`config.mk`:
```
export PLATFORM = sky130hd
export DESIGN_NAME = wake_wdog_supervisor
export DESIGN_NICKNAME = d
export VERILOG_FILES = /design/src/rtl/sup_pkg.sv /design/src/rtl/sup_rst_sync.sv /design/src/rtl/sup_wd_edge.sv /design/src/rtl/sup_interval_timer.sv /design/src/rtl/sup_seq_fsm.sv /design/src/rtl/wake_wdog_supervisor.sv
export SDC_FILE = /design/constraint.sdc
export NUM_CORES = 1
export LEC_CHECK = 0
export ABC_AREA = 0
export BUFFER_PORTS_ARGS = -buffer_cell sky130_fd_sc_hd__buf_4
export CAP_MARGIN = 10
export CORE_ASPECT_RATIO = 0.8
export CORE_MARGIN = 1.5
export CORE_UTILIZATION = 64
export DETAILED_ROUTE_END_ITERATION = 16
export PLACE_DENSITY_LB_ADDON = 0.08
export SYNTH_ARGS = -nofsm -noshare
export SYNTH_HDL_FRONTEND = slang
export SYNTH_SLANG_ARGS = --single-unit
```
`constraint.sdc`:
```
create_clock -name clk -period 1.64 [get_ports clk]
set_clock_uncertainty 0.2 [all_clocks]
set_input_delay 0.164 -clock clk [delete_from_list [all_inputs] [get_ports clk]]
set_output_delay 0.164 -clock clk [all_outputs]
set_load 0.01 [all_outputs]
```
`src/rtl/sup_pkg.sv`:
```
package sup_pkg;

  // Duration multiples of the time base
  localparam int unsigned RST_UNITS  = 1;
  localparam int unsigned WDLY_UNITS = 4;
  localparam int unsigned HALF_UNITS = 4;

  typedef enum logic [2:0] {
    ST_HOLD = 3'd0,  // regulation lost or power-up
    ST_RDLY = 3'd1,  // reset still low, counting reset delay
    ST_WDLY = 3'd2,  // reset released, waiting before cycling
    ST_HI   = 3'd3,  // first half of a wake-up cycle
    ST_LO   = 3'd4   // second half of a wake-up cycle
  } sup_state_e;

endpackage

```
`src/rtl/sup_rst_sync.sv`:
```
module sup_rst_sync #(
  parameter int unsigned STAGES = 2
) (
  input  logic clk,
  input  logic rst_n,
  output logic rst_sync_n
);

  logic [STAGES-1:0] sh_q;

  always_ff @(posedge clk or negedge rst_n) begin
    if (!rst_n) begin
      sh_q <= '0;
    end else begin
      sh_q <= {sh_q[STAGES-2:0], 1'b1};
    end
  end

  assign rst_sync_n = sh_q[STAGES-1];

endmodule

```
`src/rtl/sup_wd_edge.sv`:
```
module sup_wd_edge #(
  parameter int unsigned SYNC_STAGES = 2
) (
  input  logic clk,
  input  logic rst_n,
  input  logic wd_in,
  output logic wd_fall
);

  // Stages 0..SYNC_STAGES-1 synchronize; the last stage holds the previous value
  logic [SYNC_STAGES:0] sh_q;

  always_ff @(posedge clk or negedge rst_n) begin
    if (!rst_n) begin
      sh_q <= '1;
    end else begin
      sh_q[0] <= wd_in;
      for (int i = 1; i <= SYNC_STAGES; i++) begin
        sh_q[i] <= sh_q[i-1];
      end
    end
  end

  assign wd_fall = sh_q[SYNC_STAGES] & ~sh_q[SYNC_STAGES-1];

endmodule

```
`src/rtl/sup_interval_timer.sv`:
```
module sup_interval_timer #(
  parameter int unsigned CNT_W = 4
) (
  input  logic             clk,
  input  logic             rst_n,
  input  logic             load,
  input  logic [CNT_W-1:0] load_val,
  output logic             done
);

  logic [CNT_W-1:0] cnt_q;
  logic [CNT_W-1:0] cnt_d;
  logic             cnt_en;

  always_comb begin
    cnt_en = load | (cnt_q != '0);
    cnt_d  = load ? load_val : (cnt_q - 1'b1);
  end

  always_ff @(posedge clk or negedge rst_n) begin
    if (!rst_n) begin
      cnt_q <= '0;
    end else if (cnt_en) begin
      cnt_q <= cnt_d;
    end
  end

  assign done = (cnt_q == '0);

endmodule

```
`src/rtl/sup_seq_fsm.sv`:
```
module sup_seq_fsm
  import sup_pkg::*;
#(
  parameter int unsigned RST_CYC  = 1,
  parameter int unsigned WDLY_CYC = 4,
  parameter int unsigned HALF_CYC = 4,
  parameter int unsigned CNT_W    = 3
) (
  input  logic             clk,
  input  logic             rst_n,
  input  logic             pwr_good,
  input  logic             wd_fall,
  input  logic             tmr_done,
  output logic             tmr_load,
  output logic [CNT_W-1:0] tmr_val,
  output logic             wake_q,
  output logic             rstn_q
);

  localparam logic [CNT_W-1:0] RST_LD  = CNT_W'(RST_CYC - 1);
  localparam logic [CNT_W-1:0] WDLY_LD = CNT_W'(WDLY_CYC - 1);
  localparam logic [CNT_W-1:0] HALF_LD = CNT_W'(HALF_CYC - 1);

  sup_state_e state_q, state_d;
  logic       state_en;
  logic       seen_q, seen_d;
  logic       wake_d, rstn_d;
  logic       cyc_active, wd_hit, new_cycle;

  // Next-state logic
  always_comb begin
    cyc_active = (state_q == ST_HI) || (state_q == ST_LO);
    wd_hit     = cyc_active && wd_fall;
    state_d    = state_q;
    unique case (state_q)
      ST_HOLD: if (pwr_good) state_d = ST_RDLY;
      ST_RDLY: if (tmr_done) state_d = ST_WDLY;
      ST_WDLY: if (tmr_done) state_d = ST_HI;
      ST_HI:   if (tmr_done) state_d = ST_LO;
      ST_LO:   if (tmr_done) state_d = (seen_q || wd_hit) ? ST_HI : ST_RDLY;
      default: state_d = ST_HOLD;
    endcase
    if (!pwr_good) state_d = ST_HOLD;
    state_en = (state_d != state_q);
  end

  // Per-cycle answer flag and registered outputs
  always_comb begin
    new_cycle = (state_d == ST_HI) && (state_q != ST_HI);
    if (new_cycle || !((state_d == ST_HI) || (state_d == ST_LO))) begin
      seen_d = 1'b0;
    end else if (wd_hit) begin
      seen_d = 1'b1;
    end else begin
      seen_d = seen_q;
    end
    wake_d = (state_d == ST_HI) && !seen_d;
    rstn_d = !((state_d == ST_HOLD) || (state_d == ST_RDLY));
  end

  // Timer reload on every state entry
  always_comb begin
    tmr_load = state_en;
    unique case (state_d)
      ST_RDLY:      tmr_val = RST_LD;
      ST_WDLY:      tmr_val = WDLY_LD;
      ST_HI, ST_LO: tmr_val = HALF_LD;
      default:      tmr_val = '0;
    endcase
  end

  always_ff @(posedge clk or negedge rst_n) begin
    if (!rst_n) begin
      state_q <= ST_HOLD;
    end else if (state_en) begin
      state_q <= state_d;
    end
  end

  always_ff @(posedge clk or negedge rst_n) begin
    if (!rst_n) begin
      seen_q <= 1'b0;
      wake_q <= 1'b0;
      rstn_q <= 1'b0;
    end else begin
      seen_q <= seen_d;
      wake_q <= wake_d;
      rstn_q <= rstn_d;
    end
  end

endmodule

```
`src/rtl/wake_wdog_supervisor.sv`:
```
module wake_wdog_supervisor
  import sup_pkg::*;
#(
  parameter int unsigned UNIT_CYC = 1000
) (
  input  logic clk,
  input  logic rst_n,
  input  logic pwr_good,
  input  logic wdog_in,
  output logic wake_out,
  output logic sup_rst_n
);

  localparam int unsigned RST_CYC  = RST_UNITS * UNIT_CYC;
  localparam int unsigned WDLY_CYC = WDLY_UNITS * UNIT_CYC;
  localparam int unsigned HALF_CYC = HALF_UNITS * UNIT_CYC;
  localparam int unsigned MAX_A    = (RST_CYC > WDLY_CYC) ? RST_CYC : WDLY_CYC;
  localparam int unsigned MAX_CYC  = (MAX_A > HALF_CYC) ? MAX_A : HALF_CYC;
  localparam int unsigned CNT_W    = (MAX_CYC > 1) ? $clog2(MAX_CYC) : 1;

  logic             rst_sync_n;
  logic             wd_fall;
  logic             tmr_load;
  logic [CNT_W-1:0] tmr_val;
  logic             tmr_done;

  sup_rst_sync #(.STAGES(2)) u_rst_sync (
    .clk        (clk),
    .rst_n      (rst_n),
    .rst_sync_n (rst_sync_n)
  );

  sup_wd_edge #(.SYNC_STAGES(2)) u_wd_edge (
    .clk     (clk),
    .rst_n   (rst_sync_n),
    .wd_in   (wdog_in),
    .wd_fall (wd_fall)
  );

  sup_interval_timer #(.CNT_W(CNT_W)) u_timer (
    .clk      (clk),
    .rst_n    (rst_sync_n),
    .load     (tmr_load),
    .load_val (tmr_val),
    .done     (tmr_done)
  );

  sup_seq_fsm #(
    .RST_CYC  (RST_CYC),
    .WDLY_CYC (WDLY_CYC),
    .HALF_CYC (HALF_CYC),
    .CNT_W    (CNT_W)
  ) u_fsm (
    .clk      (clk),
    .rst_n    (rst_sync_n),
    .pwr_good (pwr_good),
    .wd_fall  (wd_fall),
    .tmr_done (tmr_done),
    .tmr_load (tmr_load),
    .tmr_val  (tmr_val),
    .wake_q   (wake_out),
    .rstn_q   (sup_rst_n)
  );

endmodule

```
==> results of run 1 <==
cell usage after synthesis, types with 2 or more instances:
cell      count
dfstp_2       3
clkbuf_1      4
or3b_1        2
o21ai_1       8
mux2i_1       2
buf_2         2
nand3_1       6
nor3_1        4
o21a_1        4
dfrtp_1      20
o31a_1        2
xnor2_1       4
nor2_1        9
o31ai_1       2
nor2b_1       2
nand2_1      13
o211ai_1      5
xor2_1        3
a21oi_2       2
a21oi_1      11
or2_1         2
inv_1         4
o22ai_1       2
a31oi_1       3
nor3b_2       2
o21ai_0       3
cell families after synthesis:
| logic type | Yosys count |
|---|---|
| muxes | 2 |
| adders and majority gates | 1 |
| AOI/OAI and AO/OA | 50 |
| and+or+nand+nor | 52 |
| buffers and inverters | 11 |
| DFF | 23 |
| other | 1 |
| xor gates and xnor gates | 7 |
through the flow:
stage                     instance area, um^2  TNS, ns  setup WS (ns)  utilization (%)
after floorplan                          1450    -4.02         -0.415                -
after global placement                   1800    -4.16         -0.360             92.6
after detailed placement                 1800    -5.95         -0.502             92.6
==> summary.txt, run 1 <==
Clock tree
  • Post-CTS resize count: 29
  • Clock buffer depth: 2
  • H-tree depth: 1
  • Total CTS buffers: 3
  • Post-CTS Hold Fix Bufs: 6
  • Clock sinks: 23
  • Post-CTS Setup Bufs: 7
  • Root Driver: clkbuf_4

Yosys
  • Main synth FF type: dfrtp_1
  • Top-area cell type share of the netlist area: 36.7%
  • Average size of a mapped cell: slightly above 9 um^2
  • Number of flops mapped to enable cells by yosys: 0
  • Cell count after synthesis: 147
  • YS warnings: 0
  • Flop and latch count out of synthesis: 23
  • Synth Net Count: 152
  • Synth Area in Simple Gates: 22.6%
  • Synth area leaders: dfrtp_1, dfstp_2, a21oi_1
  • Number of library cell types mapped by synthesis: 49
  • FFs w/ async S/R, synth: 100%
  • Multiplexer area fraction after synthesis: 1.47%
  • Netlist Area Pre-Place: 1370 um^2
  • Synth Area in Adders: less than 1%
  • Post-synth top area cell: dfrtp_1
  • Sequential-to-total area share from yosys stat: 42.4%
  • Compound-gate portion of the synthesized area: 24.3%
  • Post-Synth XOR/XNOR Area: 4.49%
  • Largest family of logic cells by synthesized area: compound AO/OA/AOI/OAI gates

Status
  • Stop err: [ERROR DPL-0038] Utilization greater than 100%, impossible to legalize
  • Stopped at: 4_1_cts
  • Outcome: stopped before the end

Die
  • Initial core utilization: between 70% and 80%
  • Die Wd: 54.6 um
  • IO Pins: 6
  • Height of the die: 44.3 um
  • Row count: 14

Placed design
  • Cell count after placement: 209
  • RD Place Congestion: 0.883
  • DP HPWL: 3190 um
  • Port bufs: 5
==> run 2, diff against run 1 <==
- CORE_AREA: default -> 2 2 63 65
- CORE_ASPECT_RATIO: 0.8 -> default
- CORE_MARGIN: 1.5 -> default
- CORE_UTILIZATION: 64 -> default
- DIE_AREA: default -> 0 0 65 67
- PLACE_DENSITY_LB_ADDON: 0.08 -> 0.15
==> run 2 against run 1 <==
  * The flow now finishes, with violations (negative setup slack)
  * Synthesized cell count did not move
  * Area after synthesis did not move
==> summary.txt, run 2 <==
Status
  • Outcome: complete, but fails checks (was stopped before the end)
  • Violated checks: negative setup slack

Final layout
  • Post-route cell area: 2120 um^2
  • Final-stage net count: 208
  • Footprint of the multi-input gates: 945 um^2
  • Max reg flops: 12
  • Most common cell after layout, fill and taps aside: buf_4
  • Fraction of layout cells with a size suffix above 1: 49.5%
  • Post-layout util: 58.7%
  • # diodes: 0
  • Fillers: approximately 320
  • Regs by FF count: u_timer.cnt_q: 12 flops, u_fsm.state_q: 3 flops, u_wd_edge.sh_q: 3 flops
  • Final Non-Filler Cells: 250
  • Area delta synth->final: 55.0%
  • Most frequent cells in the layout: buf_4, dfrtp_1, nand2_1
  • Most flop-heavy register: u_timer.cnt_q
  • Storage element area: 581 um^2

Detailed routing
  • Via count: 1,322
  • Via density: 5.29
  • Post-route ant nets: 0
  • # DRC: 0
  • DR pass1 iterations: 4
  • Starting DRT DRC Count: 25
  • Drt wl/cell: ~15 um
  • WL final: 3720 um

STA
  • RSZ-0062 raised after global routing: true
  • Maximum clock rate: 482 MHz
  • Final Slew Violations: 0
  • Final Worst Setup Slack: -0.434 ns
  • Final Critical Period: between 2 and 2.5 ns
  • Endpoints failing hold: 0
  • Final Cycle Share: 126%
  • Final setup vio count: 18

Yosys
  • Cell count after synthesis: 147 (unchanged)
  • Sequential-to-total area share from yosys stat: 42.4% (unchanged)
  • Post-synth top area cell: dfrtp_1 (unchanged)
  • Main synth FF type: dfrtp_1 (unchanged)
  • Synth area leaders: dfrtp_1, dfstp_2, a21oi_1 (unchanged)
  • Cell with the most instances after synthesis: dfrtp_1 (unchanged)
  • Flop and latch count out of synthesis: 23 (unchanged)
  • Average size of a mapped cell: 9.29 um^2 (unchanged)
  • Number of library cell types mapped by synthesis: 49 (unchanged)
  • Post-synth top cells: dfrtp_1, nand2_1, a21oi_1, nor2_1, o21ai_1 (unchanged)
  • Number of flops mapped to enable cells by yosys: 0 (unchanged)
  • YS warnings: 0 (unchanged)
  • Top-area cell type share of the netlist area: 36.7% (unchanged)
  • Synth Net Count: 152 (unchanged)
  • Netlist Area Pre-Place: 1370 um^2 (unchanged)
  • FFs w/ async S/R, synth: 100% (unchanged)

Setup path
  • Critical path arrival: 2.06 ns
  • Worst-path maximum fanout: 3
  • Worst setup SP type: flip-flop
  • Critical path required time: 1.63 ns
  • CP Capture Type: flip-flop
  • R2r worst-path depth: 7
  • WS Path Type: flip-flop to flip-flop

Clock tree
  • Clock buffer depth: 2 (unchanged)
  • Root Driver: clkbuf_8 (was clkbuf_4)
  • Clock Pin Slew Worst Setup and Hold Paths: 0.08 ns
  • TritonCTS clock tree: done
  • Clock latency on the worst-skew pair: ~0.27 ns
  • Total CTS buffers: 3 (unchanged)
  • H-tree depth: 1 (unchanged)
  • Clock sinks: 23 (unchanged)

Placed design
  • RD Place Congestion: 0.775 (was 0.883)
  • Setup WS pre-CTS: -0.409 ns (was -0.502 ns)
  • Cell count after placement: 236 (was 209)
  • Port bufs: 5 (unchanged)
  • DP HPWL: 2680 um (was 3190 um)
  • Post-DP Area: 1830 um^2 (was 1800 um^2)

GRT
  • Initial antenna violation count: 0
  • Vias in the first global route: 1,323
  • GR Util All Layers: 18.6%
  • Total grt overflow: 0
  • First-pass GRT wire length: 6180 um
  • Largest net degree at the start of global routing: 22

Die
  • Row count: 22 (was 14)
  • Core Box Area: between 3000 and 4000 um^2
  • DIE AREA: 4360 um^2
  • Height of the die: 67 um (was 44.3 um)
  • Die Wd: 65 um (was 54.6 um)
  • IO Pins: 6 (unchanged)
  • Initial core utilization: 37.9% (was 70.2%)

Pwr
  • Leak: 0.852 nW
  • Max VDD drop: ~0.37 mV
  • Pwr Total: 1.68 mW
  • Cell area power density: 793 nW/um^2

Worst hold path
  • Hold WC Path Type: primary input to asynchronous set/reset pin

Flow run
  • Max_cap viols: 0
## run 2: cell counts after synthesis
No cell type changed its count.
## run 2: logic make-up after synthesis
family / after synthesis / synth area share [%]
multiplexers: 2 / 1.47
other: 1 / 0.275
XOR/XNOR: 7 / 4.49
adder cells (fa/ha/maj): 1 / 0.916
AND/OR/NAND/NOR: 52 / 22.6
flip-flops: 23 / 42.4
buffers and inverters: 11 / 3.48
AO/OA/AOI/OAI: 50 / 24.3
## run 2: worst paths after layout
kind | startpoint | to | slack [ns]
min in group clk | pwr_good | u_fsm.state_q[2] | 0.05
setup / recovery | u_timer.cnt_q[0] | u_timer.cnt_q[6] | -0.43
setup reg to reg | u_timer.cnt_q[0] | u_timer.cnt_q[6] | -0.43
hold / removal | rst_n | u_rst_sync.sh_q[1] | 0.007
max in group asynchronous | u_rst_sync.sh_q[1] | u_wd_edge.sh_q[1] | 0.96
hold reg to reg | u_rst_sync.sh_q[1] | u_fsm.wake_q | 0.007
## run 2: what timing repair did
action                                  CTS  global route
pin swaps                                21             8
endpoints found under the setup margin   18            18
hold buffers                              2             0
endpoints found under the hold margin     3             0
setup buffers                             7             3
resized for setup                        26            10
## run 2: where the power goes
part,internal [mW],leakage [nW],switching [mW]
clock network,0.174,0.0228,0.187
logic,0.331,0.550,0.304
registers,0.628,0.280,0.0553
## run 2: area by class of cell
type,count,area share [%]
multi-input combinational,113,44.6
tap,48,2.84
sequential,23,27.4
clock buffer,4,2.13
inverter,4,0.710
timing repair buffer,58,22.2
## run 2: critical path: stages (launching register included)
cell and delay (ns):
dfrtp_1 0.39, inv_2 0.09, ha_4 0.14, or3b_4 0.38, or4_4 0.44, a21oi_4 0.16, nor2_1 0.06, o211ai_1 0.14
## run 2: routing by layer
metal  routed length [um]  vias to the layer above  GRT usage [%]
met5                    0                        -              0
met4                   27                        0           5.32
met3                   75                        2           2.36
met2                 1960                       18           33.5
met1                 1660                      647           23.4
li1                     -                      655              -
## run 2: per-stage QoR
step	TNS [ns]	hold WS, ns
floorplan	-4.02	-0.332
global placement	-4.74	-0.251
detailed placement	-4.98	-0.249
CTS	-4.90	0.000881
global route	-6.92	0.0131
finish	-5.04	0.00670
Power figures use the tool's default switching activity.
